File: src/rtl/pll_cfg_pkg.sv
package pll_cfg_pkg;
  localparam int NUM_REGS = 8;
  localparam int IDX_W    = $clog2(NUM_REGS);

  // register index = byte offset / 4
  localparam int IDX_CS    = 0;
  localparam int IDX_PWR   = 1;
  localparam int IDX_FB    = 2;
  localparam int IDX_PRIM  = 3;
  localparam int IDX_RAW   = 4;
  localparam int IDX_EN    = 5;
  localparam int IDX_FORCE = 6;
  localparam int IDX_STAT  = 7;

  // bit positions software decodes
  localparam int CS_LOCK_BIT   = 31;
  localparam int CS_LOCKN_BIT  = 30;
  localparam int CS_BYP_BIT    = 8;
  localparam int PWR_VCO_BIT   = 5;
  localparam int PWR_POST_BIT  = 3;
  localparam int PWR_DSM_BIT   = 2;
  localparam int PWR_MAIN_BIT  = 0;
  localparam int PRIM_PD1_LSB  = 16;
  localparam int PRIM_PD2_LSB  = 12;

  typedef struct packed {
    logic [NUM_REGS-1:0] wrStb;  // one-hot write strobe per register
    logic [IDX_W-1:0]    idx;    // read select
    logic                hit;    // in-range access phase
  } regStrobe_t;
endpackage

File: src/rtl/pll_cfg_ctrl.sv
module pll_cfg_ctrl
  import pll_cfg_pkg::*;
#(
  parameter int ADDR_W = 8
) (
  input  logic              pSel,
  input  logic              pEnable,
  input  logic              pWrite,
  input  logic [ADDR_W-1:0] pAddr,
  output regStrobe_t        stb,
  output logic              pSlvErr
);
  localparam int WORD_W = ADDR_W - 2;
  localparam logic [WORD_W-1:0] LAST_WORD = WORD_W'(NUM_REGS - 1);

  logic [WORD_W-1:0] word;
  logic access;
  logic inRange;

  assign word    = pAddr[ADDR_W-1:2];
  assign access  = pSel & pEnable;
  assign inRange = (word <= LAST_WORD);

  assign stb.hit = access & inRange;
  assign stb.idx = word[IDX_W-1:0];
  assign pSlvErr = access & ~inRange;

  for (genvar i = 0; i < NUM_REGS; i++) begin : g_stb
    assign stb.wrStb[i] = access & pWrite & (word == WORD_W'(i));
  end
endmodule

File: src/rtl/pll_cfg_dp.sv
module pll_cfg_dp
  import pll_cfg_pkg::*;
#(
  parameter int REFDIV_W  = 6,
  parameter int FBDIV_W   = 12,
  parameter int POSTDIV_W = 3,
  parameter int FB_MIN    = 16,
  parameter int FB_MAX    = 320
) (
  input  logic                 pClk,
  input  logic                 pResetN,
  input  regStrobe_t           stb,
  input  logic [31:0]          pWdata,
  input  logic                 pllLockAsync,
  output logic [31:0]          pRdata,
  output logic [REFDIV_W-1:0]  refDiv,
  output logic [FBDIV_W-1:0]   fbDiv,
  output logic [POSTDIV_W-1:0] postDiv1,
  output logic [POSTDIV_W-1:0] postDiv2,
  output logic                 bypass,
  output logic                 pwrDown,
  output logic                 vcoPwrDown,
  output logic                 postDivPwrDown,
  output logic                 dsmPwrDown,
  output logic                 configValid,
  output logic                 irq,
  output logic                 lockSync,
  output logic                 csLockN,
  output logic                 rawFlag,
  output logic                 intStatus
);
  localparam logic [FBDIV_W-1:0] FB_LO = FBDIV_W'(FB_MIN);
  localparam logic [FBDIV_W-1:0] FB_HI = FBDIV_W'(FB_MAX);

  logic lockMeta, lockSyncD, lockFall;
  logic intEn, intForce;

  // lock synchronizer and fall detect
  always_ff @(posedge pClk or negedge pResetN) begin
    if (!pResetN) begin
      lockMeta  <= 1'b0;
      lockSync  <= 1'b0;
      lockSyncD <= 1'b0;
    end else begin
      lockMeta  <= pllLockAsync;
      lockSync  <= lockMeta;
      lockSyncD <= lockSync;
    end
  end
  assign lockFall = lockSyncD & ~lockSync;

  // configuration fields
  always_ff @(posedge pClk or negedge pResetN) begin
    if (!pResetN) begin
      refDiv         <= REFDIV_W'(1);
      bypass         <= 1'b0;
      fbDiv          <= '0;
      postDiv1       <= '1;
      postDiv2       <= '1;
      pwrDown        <= 1'b1;
      vcoPwrDown     <= 1'b1;
      postDivPwrDown <= 1'b1;
      dsmPwrDown     <= 1'b1;
      intEn          <= 1'b0;
      intForce       <= 1'b0;
    end else begin
      if (stb.wrStb[IDX_CS]) begin
        refDiv <= pWdata[REFDIV_W-1:0];
        bypass <= pWdata[CS_BYP_BIT];
      end
      if (stb.wrStb[IDX_PWR]) begin
        pwrDown        <= pWdata[PWR_MAIN_BIT];
        vcoPwrDown     <= pWdata[PWR_VCO_BIT];
        postDivPwrDown <= pWdata[PWR_POST_BIT];
        dsmPwrDown     <= pWdata[PWR_DSM_BIT];
      end
      if (stb.wrStb[IDX_FB]) fbDiv <= pWdata[FBDIV_W-1:0];
      if (stb.wrStb[IDX_PRIM]) begin
        postDiv1 <= pWdata[PRIM_PD1_LSB +: POSTDIV_W];
        postDiv2 <= pWdata[PRIM_PD2_LSB +: POSTDIV_W];
      end
      if (stb.wrStb[IDX_EN])    intEn    <= pWdata[0];
      if (stb.wrStb[IDX_FORCE]) intForce <= pWdata[0];
    end
  end

  // sticky flags: set wins over clear
  always_ff @(posedge pClk or negedge pResetN) begin
    if (!pResetN) begin
      csLockN <= 1'b0;
      rawFlag <= 1'b0;
      irq     <= 1'b0;
    end else begin
      if (lockFall)                                      csLockN <= 1'b1;
      else if (stb.wrStb[IDX_CS] && pWdata[CS_LOCKN_BIT]) csLockN <= 1'b0;
      if (lockFall)                                rawFlag <= 1'b1;
      else if (stb.wrStb[IDX_RAW] && pWdata[0])    rawFlag <= 1'b0;
      irq <= intStatus;
    end
  end

  assign intStatus   = (rawFlag & intEn) | intForce;
  assign configValid = (refDiv != '0) && (fbDiv >= FB_LO) && (fbDiv <= FB_HI);

  // read mux
  logic [31:0] rdMux;
  always_comb begin
    rdMux = '0;
    unique case (stb.idx)
      IDX_W'(IDX_CS): begin
        rdMux[REFDIV_W-1:0] = refDiv;
        rdMux[CS_BYP_BIT]   = bypass;
        rdMux[CS_LOCKN_BIT] = csLockN;
        rdMux[CS_LOCK_BIT]  = lockSync;
      end
      IDX_W'(IDX_PWR): begin
        rdMux[PWR_MAIN_BIT] = pwrDown;
        rdMux[PWR_VCO_BIT]  = vcoPwrDown;
        rdMux[PWR_POST_BIT] = postDivPwrDown;
        rdMux[PWR_DSM_BIT]  = dsmPwrDown;
      end
      IDX_W'(IDX_FB):    rdMux[FBDIV_W-1:0] = fbDiv;
      IDX_W'(IDX_PRIM): begin
        rdMux[PRIM_PD1_LSB +: POSTDIV_W] = postDiv1;
        rdMux[PRIM_PD2_LSB +: POSTDIV_W] = postDiv2;
      end
      IDX_W'(IDX_RAW):   rdMux[0] = rawFlag;
      IDX_W'(IDX_EN):    rdMux[0] = intEn;
      IDX_W'(IDX_FORCE): rdMux[0] = intForce;
      default:           rdMux[0] = intStatus;
    endcase
  end
  assign pRdata = stb.hit ? rdMux : 32'h0;
endmodule

File: src/rtl/pll_cfg_regs.sv
module pll_cfg_regs
  import pll_cfg_pkg::*;
#(
  parameter int ADDR_W    = 8,
  parameter int REFDIV_W  = 6,
  parameter int FBDIV_W   = 12,
  parameter int POSTDIV_W = 3,
  parameter int FB_MIN    = 16,
  parameter int FB_MAX    = 320
) (
  input  logic                 pClk,
  input  logic                 pResetN,
  input  logic                 pSel,
  input  logic                 pEnable,
  input  logic                 pWrite,
  input  logic [ADDR_W-1:0]    pAddr,
  input  logic [31:0]          pWdata,
  output logic [31:0]          pRdata,
  output logic                 pReady,
  output logic                 pSlvErr,
  input  logic                 pllLockAsync,
  output logic [REFDIV_W-1:0]  refDiv,
  output logic [FBDIV_W-1:0]   fbDiv,
  output logic [POSTDIV_W-1:0] postDiv1,
  output logic [POSTDIV_W-1:0] postDiv2,
  output logic                 bypass,
  output logic                 pwrDown,
  output logic                 vcoPwrDown,
  output logic                 postDivPwrDown,
  output logic                 dsmPwrDown,
  output logic                 configValid,
  output logic                 irq
);
  regStrobe_t stb;
  logic lockSync, csLockN, rawFlag, intStatus;

  assign pReady = 1'b1;

  pll_cfg_ctrl #(.ADDR_W(ADDR_W)) ctrl_i (
    .pSel(pSel), .pEnable(pEnable), .pWrite(pWrite), .pAddr(pAddr),
    .stb(stb), .pSlvErr(pSlvErr)
  );

  pll_cfg_dp #(
    .REFDIV_W(REFDIV_W), .FBDIV_W(FBDIV_W), .POSTDIV_W(POSTDIV_W),
    .FB_MIN(FB_MIN), .FB_MAX(FB_MAX)
  ) dp_i (
    .pClk(pClk), .pResetN(pResetN), .stb(stb), .pWdata(pWdata),
    .pllLockAsync(pllLockAsync), .pRdata(pRdata),
    .refDiv(refDiv), .fbDiv(fbDiv), .postDiv1(postDiv1), .postDiv2(postDiv2),
    .bypass(bypass), .pwrDown(pwrDown), .vcoPwrDown(vcoPwrDown),
    .postDivPwrDown(postDivPwrDown), .dsmPwrDown(dsmPwrDown),
    .configValid(configValid), .irq(irq),
    .lockSync(lockSync), .csLockN(csLockN), .rawFlag(rawFlag),
    .intStatus(intStatus)
  );
endmodule

File: config.mk
export PLATFORM = sky130hd
export DESIGN_NAME = pll_cfg_regs
export DESIGN_NICKNAME = d
export VERILOG_FILES = /design/src/rtl/pll_cfg_pkg.sv /design/src/rtl/pll_cfg_ctrl.sv /design/src/rtl/pll_cfg_dp.sv /design/src/rtl/pll_cfg_regs.sv
export SDC_FILE = /design/constraint.sdc
export NUM_CORES = 1
export LEC_CHECK = 0
export ABC_CLOCK_PERIOD_IN_PS = 3500
export BUFFER_PORTS_ARGS = -buffer_cell sky130_fd_sc_hd__buf_2
export CORE_ASPECT_RATIO = 0.5
export CORE_MARGIN = 3
export CORE_UTILIZATION = 46
export CTS_BUF_LIST = sky130_fd_sc_hd__clkbuf_4 sky130_fd_sc_hd__clkbuf_8
export CTS_CLUSTER_SIZE = 12
export DETAILED_ROUTE_END_ITERATION = 12
export PLACE_DENSITY = 0.82
export RECOVER_POWER = 25
export SYNTH_ARGS = -nofsm -noshare
export SYNTH_HDL_FRONTEND = slang
export SYNTH_SLANG_ARGS = --single-unit
File: constraint.sdc
create_clock -name pClk -period 3.5 [get_ports pClk]
set_input_delay 1.05 -clock pClk [delete_from_list [all_inputs] [get_ports pClk]]
set_output_delay 1.05 -clock pClk [all_outputs]
set_load 0.01 [all_outputs]
==> results of run 1 <==
==> metal layers <==
layer / global-route usage / vias up / wire (µm)
met1: 0.234 / 800 / 2040
met5: 0 / - / 0
li1: - / 747 / -
met3: 0.0425 / 4 / 281
met2: 0.324 / 57 / 2510
met4: 0.0499 / 0 / 27
==> state kept, by name, indices dropped and copies added, names as in the netlist <==
| name | count |
|---|---|
| dp_i.dsmPwrDown | 1 |
| dp_i.vcoPwrDown | 1 |
| dp_i.bypass | 1 |
| dp_i.fbDiv | 12 |
| dp_i.lockMeta | 1 |
| dp_i.refDiv | 6 |
| dp_i.irq | 1 |
| dp_i.postDiv1 | 3 |
| dp_i.pwrDown | 1 |
| dp_i.csLockN | 1 |
| dp_i.postDiv2 | 3 |
| dp_i.intEn | 1 |
| dp_i.rawFlag | 1 |
| dp_i.lockSyncD | 1 |
| dp_i.intForce | 1 |
| dp_i.lockSync | 1 |
| dp_i.postDivPwrDown | 1 |
==> cell families (layout without fill, tap and decap cells) <==
logic type	Yosys count	count (layout)
other cells	2	13
flops	37	37
buf+inv	18	95
compound gates	18	18
mux	35	35
simple gates	58	58
==> worst max-delay path by stage <==
stage,start,to,slack (ns)
final,pAddr[5],pRdata[16],0.1
after global routing,pAddr[5],pRdata[16],0.01
after CTS,pAddr[5],pRdata[16],0.1
after detailed placement,pAddr[5],pRdata[16],0.1
after global placement,pAddr[5],pRdata[13],0.12
after floorplan,pAddr[5],pRdata[12],0.32
==> area by class of cell <==
class / count / area, µm² / area share
timing repair buffer: 87 / 447 / 0.177
sequential: 37 / 940 / 0.372
clock buffer: 7 / 90.1 / 0.0357
multi-input combinational: 124 / 950 / 0.376
clock inverter: 1 / 30.0 / 0.0119
tap: 54 / 67.6 / 0.0268
==> per-stage QoR <==
stage | cell area [µm²] | utilization | hold slack (ns) | std cells | worst slack [ns]
6_report | 2520 | 0.627 | 0.358 | 310 | 0.0999
5_1_grt | 2520 | 0.627 | 0.371 | 310 | 0.0149
4_1_cts | 2520 | 0.627 | 0.358 | 310 | 0.0958
3_5_place_dp | 2400 | 0.598 | 0.342 | 302 | 0.0969
3_3_place_gp | 2400 | 0.598 | 0.334 | 302 | 0.116
2_1_floorplan | 2020 | - | 0.331 | 179 | 0.322
==> cells in the final DEF, fill, tap and decap left out, types with 2 or more instances in the layout <==
cell type and instances:
mux2_2 21, a21o_1 3, buf_4 5, dfrtp_1 26, and2_2 6, nand2_1 7, buf_2 81, nor2_4 2
or4_1 2, nand3_1 4, mux2i_1 3, or3_1 2, nor2b_1 2, o311ai_0 2, mux2_1 5, nor2_1 12
and3_1 8, o21ai_0 2, a21oi_1 5, clkbuf_8 6, a22oi_1 4, conb_1 13, mux2_4 6, dfstp_2 11
nor3_1 5
==> power breakdown <==
part / total [µW] / internal, µW / leakage [µW] / switching (µW)
Sequential: 470 / 452 / 0.000456 / 17.3
Combinational: 122 / 52.9 / 0.000871 / 69.1
Clock: 387 / 240 / 0.0000619 / 147
==> reports/qor.txt, run 1 <==
Worst R2R Setup Slack - 2.66 ns
Die area - 0.00518 mm²
First-pass GRT wire length - 7440 µm
Share of cells above drive strength 1 - 0.566
Area fraction of the dominant cell type after synthesis - 0.328
Setup TNS - 0 ns
Synthesized-area fraction occupied by and/or/nand/nor cells - 0.185
Kind of critical path - input port to output pin
Antenna cells - 0
Row count - 16
Yosys top cell by area - dfrtp_1
Die extent in x - 98.8 µm
Starting DRT DRC Count - 65
Cts hold-fix bufs - 0
Detail Route Antenna Nets - 0
Most frequent cell after synthesis - dfrtp_1
Aggregate routed wire length - 4850 µm
FFs w/ async S/R, synth - 1.00
Worst endpoint required time - 2.45 ns
XOR/XNOR share of the synthesized area - 0
Crit start category - input port
Root Driver - clkbuf_8
Power Density - 388 mW/mm²
Synth Area in Compound Gates - 0.0613
Fraction of synthesized area in multiplexers - 0.208
Clk_skew - 0.000830 ns
Setup violations, final - 0
Syn Area/Cell - 11.8 µm²
Largest family of logic cells by synthesized area - multiplexers
Pre-antenna DRT Iters - 4
Max Freq - 294 MHz
Max Cap Viol - 1
RePlAce Congestion - 0.825
Hold-critical path depth - 0
Initial Util - 0.492
Reg clk slew, reported paths - 0.07 ns
DRC errors left - 0
Area growth syn-to-layout - 27.4%
Crit-path cells - buf_2 -> or3_1 -> nor4_4 -> and2_2 -> buf_2
Clock Sinks - 37
Synth top cells by count - dfrtp_1, mux2_2, buf_4
Final Hold Viols - 0
DIE HEIGHT - 52.4 µm
R2R Path End - dp_i.fbDiv[8]
Slew headroom - -0.298
Post-CTS resize count - 0
Final Critical Period - 3.40 ns
Tightest Pin Transition - 1.95 ns
Main synth FF type - dfrtp_1
Fillers - 314
Dpl hpwl - 3660 µm
Clock Path Buffers - 2
Reg2reg start - dp_i.fbDiv[8]
Max stage delay on crit path - 0.44 ns
Fin nets - 301
Largest net degree at the start of global routing - 38
Initial antenna violation count - 0
Post-synth EDFFs - 0
Worst-path maximum fanout - 7
Wire per inst - 15.7 µm
P_leak - 0.00139 µW
Most used cell, CP - buf_2
Buffers on Ports - 82
IO Count - 111
Max IR drop VDD - 0.188 mV
Synthesized instance count - 168
GRT Total Usage - 0.185
Tcrit/Tclk final - 0.971
Htree depth - 2
Seq/Total Area, Yosys - 0.474
CP endpoint kind - output pin
Vias - 1608
Total power - 979 µW
Levels on crit path - 5
RSZ-0062 raised after global routing - false
Top Family by Delay on Critical Path - simple AND/OR/NAND/NOR gates
Number of synthesized register bits - 37
Vias/cell - 5.19
Core Region - 0.00402 mm²
R2r worst-path depth - 1
CP max-delay cell - or3_1
Hold endpoint - dp_i.lockSync
Worst Path Buf+Inv - 2
Residual overflow from global routing - 0
Postcts setup bufs - 0
Worst skew pair latency - 0.28 ns
Outcome - finished, violations left
Slew Viols, Final - 38
Post-Synth Adder-Cell Area - 0
YS warnings - 0
Hold_sp - dp_i.lockMeta
Main area contributors after synthesis - dfrtp_1, dfstp_2, mux2_2
Violated checks - capacitance limit, slew limit
Synthesized area - 0.00198 mm²
Worst endpoint data arrival time - 2.35 ns
Netlist cell types - 37
Worst min path class - flip-flop to flip-flop
CTS tree - yes
Vias in the first global route - 1551
CTS Buf Count - 5
Note: power is estimated with default switching activity, not from simulation.
==> inputs of run 2 (changes only) <==
ABC_AREA = 1   (was not set)
ABC_CLOCK_PERIOD_IN_PS = not set   (was 3500)
CORE_UTILIZATION = 47   (was 46)
SLEW_MARGIN = 20   (was not set)
==> run 2 against run 1 <==
The run still ends with capacitance limit, slew limit left. Clock power about the same. Die area rose by 4.1%. Global-route usage grew 2.6 points. Register-to-register slack improved by 0.07 ns. Non-clock buffer count fell by 3. Total power grew 1.2%. Wire length up 10%. Critical path depth rose by 3. Combinational power grew 8%. Core utilization is 0.85 points higher. Via count increased by 25%. Clock-buffer cell count stayed put. Critical endpoint is now pRdata[31].
==> reports/qor.txt, run 2 <==
Outcome - finished, violations left (unchanged)
Violated checks - capacitance limit, slew limit (unchanged)
RePlAce Congestion - 0.804 (was 0.825)
Syn Area/Cell - 7.67 µm² (was 11.8 µm²)
Tightest Pin Transition - 1.94 ns (was 1.95 ns)
Fraction of synthesized area in multiplexers - 0 (was 0.208)
M1 GR Usage - 0.246 (was 0.234)
Number of synthesized register bits - 37 (unchanged)
Main area contributors after synthesis - dfrtp_1, nand2_1, dfstp_2 (was dfrtp_1, dfstp_2, mux2_2)
YS warnings - 0 (unchanged)
Setup TNS - 0 ns (unchanged)
XOR/XNOR share of the synthesized area - 0 (unchanged)
FFs w/ async S/R, synth - 1.00 (unchanged)
Wire per inst - 12.9 µm (was 15.7 µm)
Dpl hpwl - 4010 µm (was 3660 µm)
Synthesized-area fraction occupied by and/or/nand/nor cells - 0.331 (was 0.185)
Yosys top cell by area - dfrtp_1 (unchanged)
Max stage delay on crit path - 0.20 ns (was 0.44 ns)
CTS tree - yes (unchanged)
Area growth syn-to-layout - 23.3% (was 27.4%)
Commonest non-fill, non-tap cell in the layout - nand2_1 (was buf_2)
Cts hold-fix bufs - 0 (unchanged)
Starting DRT DRC Count - 69 (was 65)
Clock Sinks - 37 (unchanged)
Initial Util - 0.516 (was 0.492)
Clock Path Buffers - 2 (unchanged)
Slew headroom - -0.294 (was -0.298)
Most frequent cell after synthesis - nand2_1 (was dfrtp_1)
Die area - 0.00539 mm² (was 0.00518 mm²)
Htree depth - 2 (unchanged)
Max Freq - 315 MHz (was 294 MHz)
Tcrit/Tclk final - 0.908 (was 0.971)
Worst-path maximum fanout - 16 (was 7)
Worst skew pair latency - 0.29 ns (was 0.28 ns)
Reg clk slew, reported paths - 0.07 ns (about the same)
Power Density - 380 mW/mm² (was 388 mW/mm²)
Post-Place Setup Slack - 0.311 ns (was 0.0969 ns)
Largest regs - dp_i.fbDiv (12), dp_i.refDiv (6) (unchanged)
Aggregate routed wire length - 5340 µm (was 4850 µm)
Largest family of logic cells by synthesized area - simple AND/OR/NAND/NOR gates (was multiplexers)
DRC errors left - 0 (unchanged)
Final setup margin - 0.323 ns (was 0.0999 ns)
Slew Viols, Final - 38 (unchanged)
Largest register FFs - 12 (unchanged)
Reg with most FFs - dp_i.fbDiv (unchanged)
CTS Buf Count - 5 (unchanged)
Crit start category - input port (unchanged)
Kind of critical path - input port to output pin (unchanged)
Initial antenna violation count - 0 (unchanged)
Root Driver - clkbuf_8 (unchanged)
Buffers on Ports - 82 (unchanged)
Residual overflow from global routing - 0 (unchanged)
Share of cells above drive strength 1 - 0.348 (was 0.566)
RSZ-0062 raised after global routing - false (unchanged)
Fin nets - 404 (was 301)
Met3 usage in global routing - 0.0474 (was 0.0425)
Largest net degree at the start of global routing - 38 (unchanged)
GRT Total Usage - 0.211 (was 0.185)
Max IR drop VDD - 0.192 mV (was 0.188 mV)
IO Count - 111 (unchanged)
Core Region - 0.00410 mm² (was 0.00402 mm²)
Area fraction of the dominant cell type after synthesis - 0.308 (was 0.328)
Synthesized area - 0.00212 mm² (was 0.00198 mm²)
Pre-antenna DRT Iters - 4 (unchanged)
Commonest cells after routing, fill and taps aside - nand2_1, buf_2, inv_1, dfrtp_1, nor2_1 (was buf_2, dfrtp_1, mux2_2, conb_1, nor2_1)
Row count - 16 (unchanged)
Fin util - 0.636 (was 0.627)
Die extent in x - 101 µm (was 98.8 µm)
Worst endpoint data arrival time - 2.13 ns (was 2.35 ns)
Main synth FF type - dfrtp_1 (unchanged)
DIE HEIGHT - 53.4 µm (was 52.4 µm)
Post-CTS resize count - 0 (unchanged)
GR peak layer - met2 (unchanged)
Worst endpoint required time - 2.45 ns (about the same)
Crit-path cells - buf_2 -> nor2_1 -> nand2_1 -> inv_1 -> nand2_1 -> buf_4 -> nor4_1 -> buf_2 (was buf_2 -> or3_1 -> nor4_4 -> and2_2 -> buf_2)
GR Util met2 - 0.392 (was 0.324)
Detail Route Antenna Nets - 0 (unchanged)
CP max-delay cell - buf_4 (was or3_1)
First-pass GRT wire length - 8750 µm (was 7440 µm)
Vias/cell - 4.87 (was 5.19)
Worst min path class - flip-flop to flip-flop (unchanged)
P_leak - 0.00150 µW (was 0.00139 µW)
Synthesized instance count - 276 (was 168)
Max Cap Viol - 1 (unchanged)
Post-Synth Adder-Cell Area - 0 (unchanged)
Antenna cells - 0 (unchanged)
Synth Area in Compound Gates - 0.0905 (was 0.0613)
Clk_skew - 0.00324 ns (was 0.000830 ns)
Setup violations, final - 0 (unchanged)
Post-synth EDFFs - 0 (unchanged)
Vias - 2010 (was 1608)
CP endpoint kind - output pin (unchanged)
Netlist cell types - 26 (was 37)
Final Hold Viols - 0 (unchanged)
Vias in the first global route - 1970 (was 1551)
Final Critical Period - 3.18 ns (was 3.40 ns)
Seq/Total Area, Yosys - 0.444 (was 0.474)
Synth top cells by count - nand2_1, inv_1, dfrtp_1 (was dfrtp_1, mux2_2, buf_4)
Postcts setup bufs - 0 (unchanged)
-- run 2: cell types whose count changed after synthesis, moves of 7 or more --
| cell | delta |
|---|---|
| and3_1 | -8 |
| inv_1 | +29 |
| mux2_2 | -21 |
| nand2_1 | +85 |
| nand3_1 | +17 |
| nor2_1 | +13 |
| o21ai_0 | +7 |
| o21ai_2 | +11 |
-- run 2: final timing paths --
kind                                startpoint              to  slack (ns)  cells past startpoint
worst min-delay path             dp_i.lockMeta   dp_i.lockSync        0.35                      0
worst min register to register   dp_i.lockMeta   dp_i.lockSync        0.35                      0
max in group asynchronous              pResetN   dp_i.fbDiv[5]        1.09                      1
worst max register to register  dp_i.refDiv[0]  dp_i.refDiv[0]        2.73                      2
worst max-delay path                  pAddr[7]      pRdata[31]        0.32                      8
min in group asynchronous              pResetN   dp_i.fbDiv[9]        1.30                      1
-- run 2: worst max-delay path: cells and delay by family --
| kind | cells | cell delay, ns |
|---|---|---|
| AND/OR/NAND/NOR | 4 | 0.46 |
| buffers and inverters | 4 | 0.62 |
-- run 2: cell families after synthesis --
kind of cell,count (synthesis)
AOI/OAI and AO/OA,29
and+or+nand+nor,157
DFF,37
buffers and inverters,51
other,2
-- run 2: stage by stage --
| step | hold slack [ns] | total power (µW) | cell area [µm²] | cells |
|---|---|---|---|---|
| after floorplan | 0.331 | 561 | 2160 | 287 |
| final | 0.351 | 990 | 2610 | 413 |
| after CTS | 0.352 | 1000 | 2610 | 413 |
| after global routing | 0.356 | 1040 | 2610 | 413 |
| after detailed placement | 0.336 | 610 | 2490 | 405 |
| after global placement | 0.342 | 605 | 2490 | 405 |
-- run 2: power breakdown --
part / total [µW] / internal [µW] / switching (µW)
logic: 132 / 48.2 / 83.9
clock network: 388 / 240 / 148
registers: 470 / 452 / 17.9
-- run 2: metal layers --
| metal | share of wire | up-vias |
|---|---|---|
| li1 | - | 994 |
| met1 | 0.43 | 948 |
| met2 | 0.51 | 61 |
| met3 | 0.055 | 7 |
| met4 | 0.011 | 0 |
| met5 | 0 | - |
-- run 2: area by class of cell --
type                    instances  area, µm²
clock buffers                   7       90.1
clock inverters                 1       30.0
fillers                       397       1500
inverters                      31        116
multi-input cells             199        941
flip-flops and latches         37        940
well taps                      54       67.6
repair buffers                 84        424
==> inputs of run 3 (changes only) <==
RECOVER_POWER = not set   (was 25)
==> run 3 against run 2 <==
The run now ends clean. Global-route usage stayed put. Sequential power hardly changed. Clock power hardly changed. Clock-buffer cell count stayed put. First-iteration DRC count stayed put. Fmax hardly changed. Final area hardly changed. Hold slack stayed put. Sequential share of layout area hardly changed. Combinational power hardly changed. Wire length stayed put. Highest routed layer unchanged.
==> reports/qor.txt, run 3 (same netlist as run 2, synthesis figures left out) <==
Power Density - 380 mW/mm² (about the same)
Share of cells above drive strength 1 - 0.351 (was 0.348)
Top routing layer in use - met4 (unchanged)
Final setup margin - 0.323 ns (about the same)
Die area - 0.00539 mm² (unchanged)
First-pass GRT wire length - 8750 µm (unchanged)
GRT Total Usage - 0.211 (unchanged)
Reg with most FFs - dp_i.fbDiv (unchanged)
Pre-antenna DRT Iters - 4 (unchanged)
Wire per inst - 12.9 µm (unchanged)
CP endpoint kind - output pin (unchanged)
Clock Sinks - 37 (unchanged)
Slew Viols, Final - 0 (was 38)
Aggregate routed wire length - 5340 µm (unchanged)
Final Non-Filler Cells - 413 (unchanged)
Largest regs - dp_i.fbDiv (12), dp_i.refDiv (6) (unchanged)
Setup TNS - 0 ns (unchanged)
Worst min path class - flip-flop to flip-flop (unchanged)
Met2 WL - 2690 µm (was 2710 µm)
Reg clk slew, reported paths - 0.07 ns (about the same)
Routed wl met3 - 299 µm (was 295 µm)
Area growth syn-to-layout - 23.4% (was 23.3%)
DRC errors left - 0 (unchanged)
P_leak - 0.00151 µW (was 0.00150 µW)
Kind of critical path - input port to output pin (unchanged)
Commonest non-fill, non-tap cell in the layout - nand2_1 (unchanged)
Cts hold-fix bufs - 0 (unchanged)
Row count - 16 (unchanged)
Antenna cells - 0 (unchanged)
Max Cap Viol - 0 (was 1)
Vias/cell - 4.87 (about the same)
Max IR drop VDD - 0.192 mV (about the same)
Clock Path Buffers - 2 (unchanged)
Root Driver - clkbuf_8 (unchanged)
Outcome - completed (was finished, violations left)
Core Region - 0.00410 mm² (unchanged)
Final Hold Viols - 0 (unchanged)
Htree depth - 2 (unchanged)
Post-Place Setup Slack - 0.311 ns (unchanged)
WHS - 0.351 ns (unchanged)
CP max-delay cell - buf_4 (unchanged)
Final Critical Period - 3.18 ns (about the same)
Worst endpoint required time - 2.45 ns (about the same)
Crit start category - input port (unchanged)
Detail Route Antenna Nets - 0 (unchanged)
Die extent in x - 101 µm (unchanged)
Clk_skew - 0.00471 ns (was 0.00324 ns)
Post-Route M1 WL - 2290 µm (was 2280 µm)
Postcts setup bufs - 0 (unchanged)
Max stage delay on crit path - 0.20 ns (about the same)
CTS tree - yes (unchanged)
Tightest Pin Transition - 0.810 ns (was 1.94 ns)
Residual overflow from global routing - 0 (unchanged)
Initial antenna violation count - 0 (unchanged)
CTS Buf Count - 5 (unchanged)
Buffers on Ports - 82 (unchanged)
Fin util - 0.636 (about the same)
Multi-input gate area - 941 µm² (unchanged)
Slew headroom - 0.460 (was -0.294)
Starting DRT DRC Count - 69 (unchanged)
RePlAce Congestion - 0.804 (unchanged)
DIE HEIGHT - 53.4 µm (unchanged)
Dpl hpwl - 4010 µm (unchanged)
Tcrit/Tclk final - 0.908 (about the same)
Fin nets - 404 (unchanged)
Largest net degree at the start of global routing - 38 (unchanged)
Largest register FFs - 12 (unchanged)
Worst-path maximum fanout - 16 (unchanged)
Commonest cells after routing, fill and taps aside - nand2_1, buf_2, inv_1, dfrtp_1, nor2_1 (unchanged)
Max Freq - 315 MHz (about the same)
Crit-path cells - buf_2 -> nor2_1 -> nand2_1 -> inv_1 -> nand2_1 -> buf_4 -> nor4_1 -> buf_2 (unchanged)
Vias in the first global route - 1970 (unchanged)
Placed cells - 405 (unchanged)
RSZ-0062 raised after global routing - false (unchanged)
Setup violations, final - 0 (unchanged)
Vias - 2012 (was 2010)
Initial Util - 0.516 (unchanged)
Register area - 940 µm² (unchanged)
Worst skew pair latency - 0.29 ns (about the same)
Worst endpoint data arrival time - 2.13 ns (about the same)
Post-CTS resize count - 0 (unchanged)
Fillers - 396 (was 397)
IO Count - 111 (unchanged)
run 3: cell type report:
type / count / area share
multi-input combinational: 199 / 0.360
clock buffer: 7 / 0.0345
inverter: 31 / 0.0446
timing repair buffer: 84 / 0.163
tap: 54 / 0.0259
sequential: 37 / 0.360
clock inverter: 1 / 0.0115
run 3: worst paths after layout:
check / startpoint / endpoint / slack (ns) / depth (start not counted)
max: pAddr[7] / pRdata[31] / 0.32 / 8
min: dp_i.lockMeta / dp_i.lockSync / 0.35 / 0
max reg2reg: dp_i.refDiv[0] / dp_i.refDiv[0] / 2.73 / 2
min reg2reg: dp_i.lockMeta / dp_i.lockSync / 0.35 / 0
max in group asynchronous: pResetN / dp_i.fbDiv[5] / 2.14 / 1
min in group asynchronous: pResetN / dp_i.fbDiv[9] / 0.85 / 1
run 3: worst max-delay path, delay by kind of cell:
family | cells | cell delay (ns)
buffers and inverters | 4 | 0.62
AND/OR/NAND/NOR | 4 | 0.46
run 3: report_power, final:
group,internal (µW),switching [µW],leakage (µW)
registers,452,18.0,0.000456
clock network,240,149,0.0000619
logic,48.4,83.9,0.000989
run 3: routing by layer:
layer	up-vias	GRT usage
met5	-	0
met4	0	0.0649
met3	7	0.0474
met2	61	0.392
met1	950	0.246
li1	994	-
run 3: through the flow:
stage | total power, µW | instance area, µm²
after CTS | 1000 | 2610
final | 992 | 2610
after global placement | 605 | 2490
after floorplan | 561 | 2160
after global routing | 1040 | 2610
after detailed placement | 610 | 2490
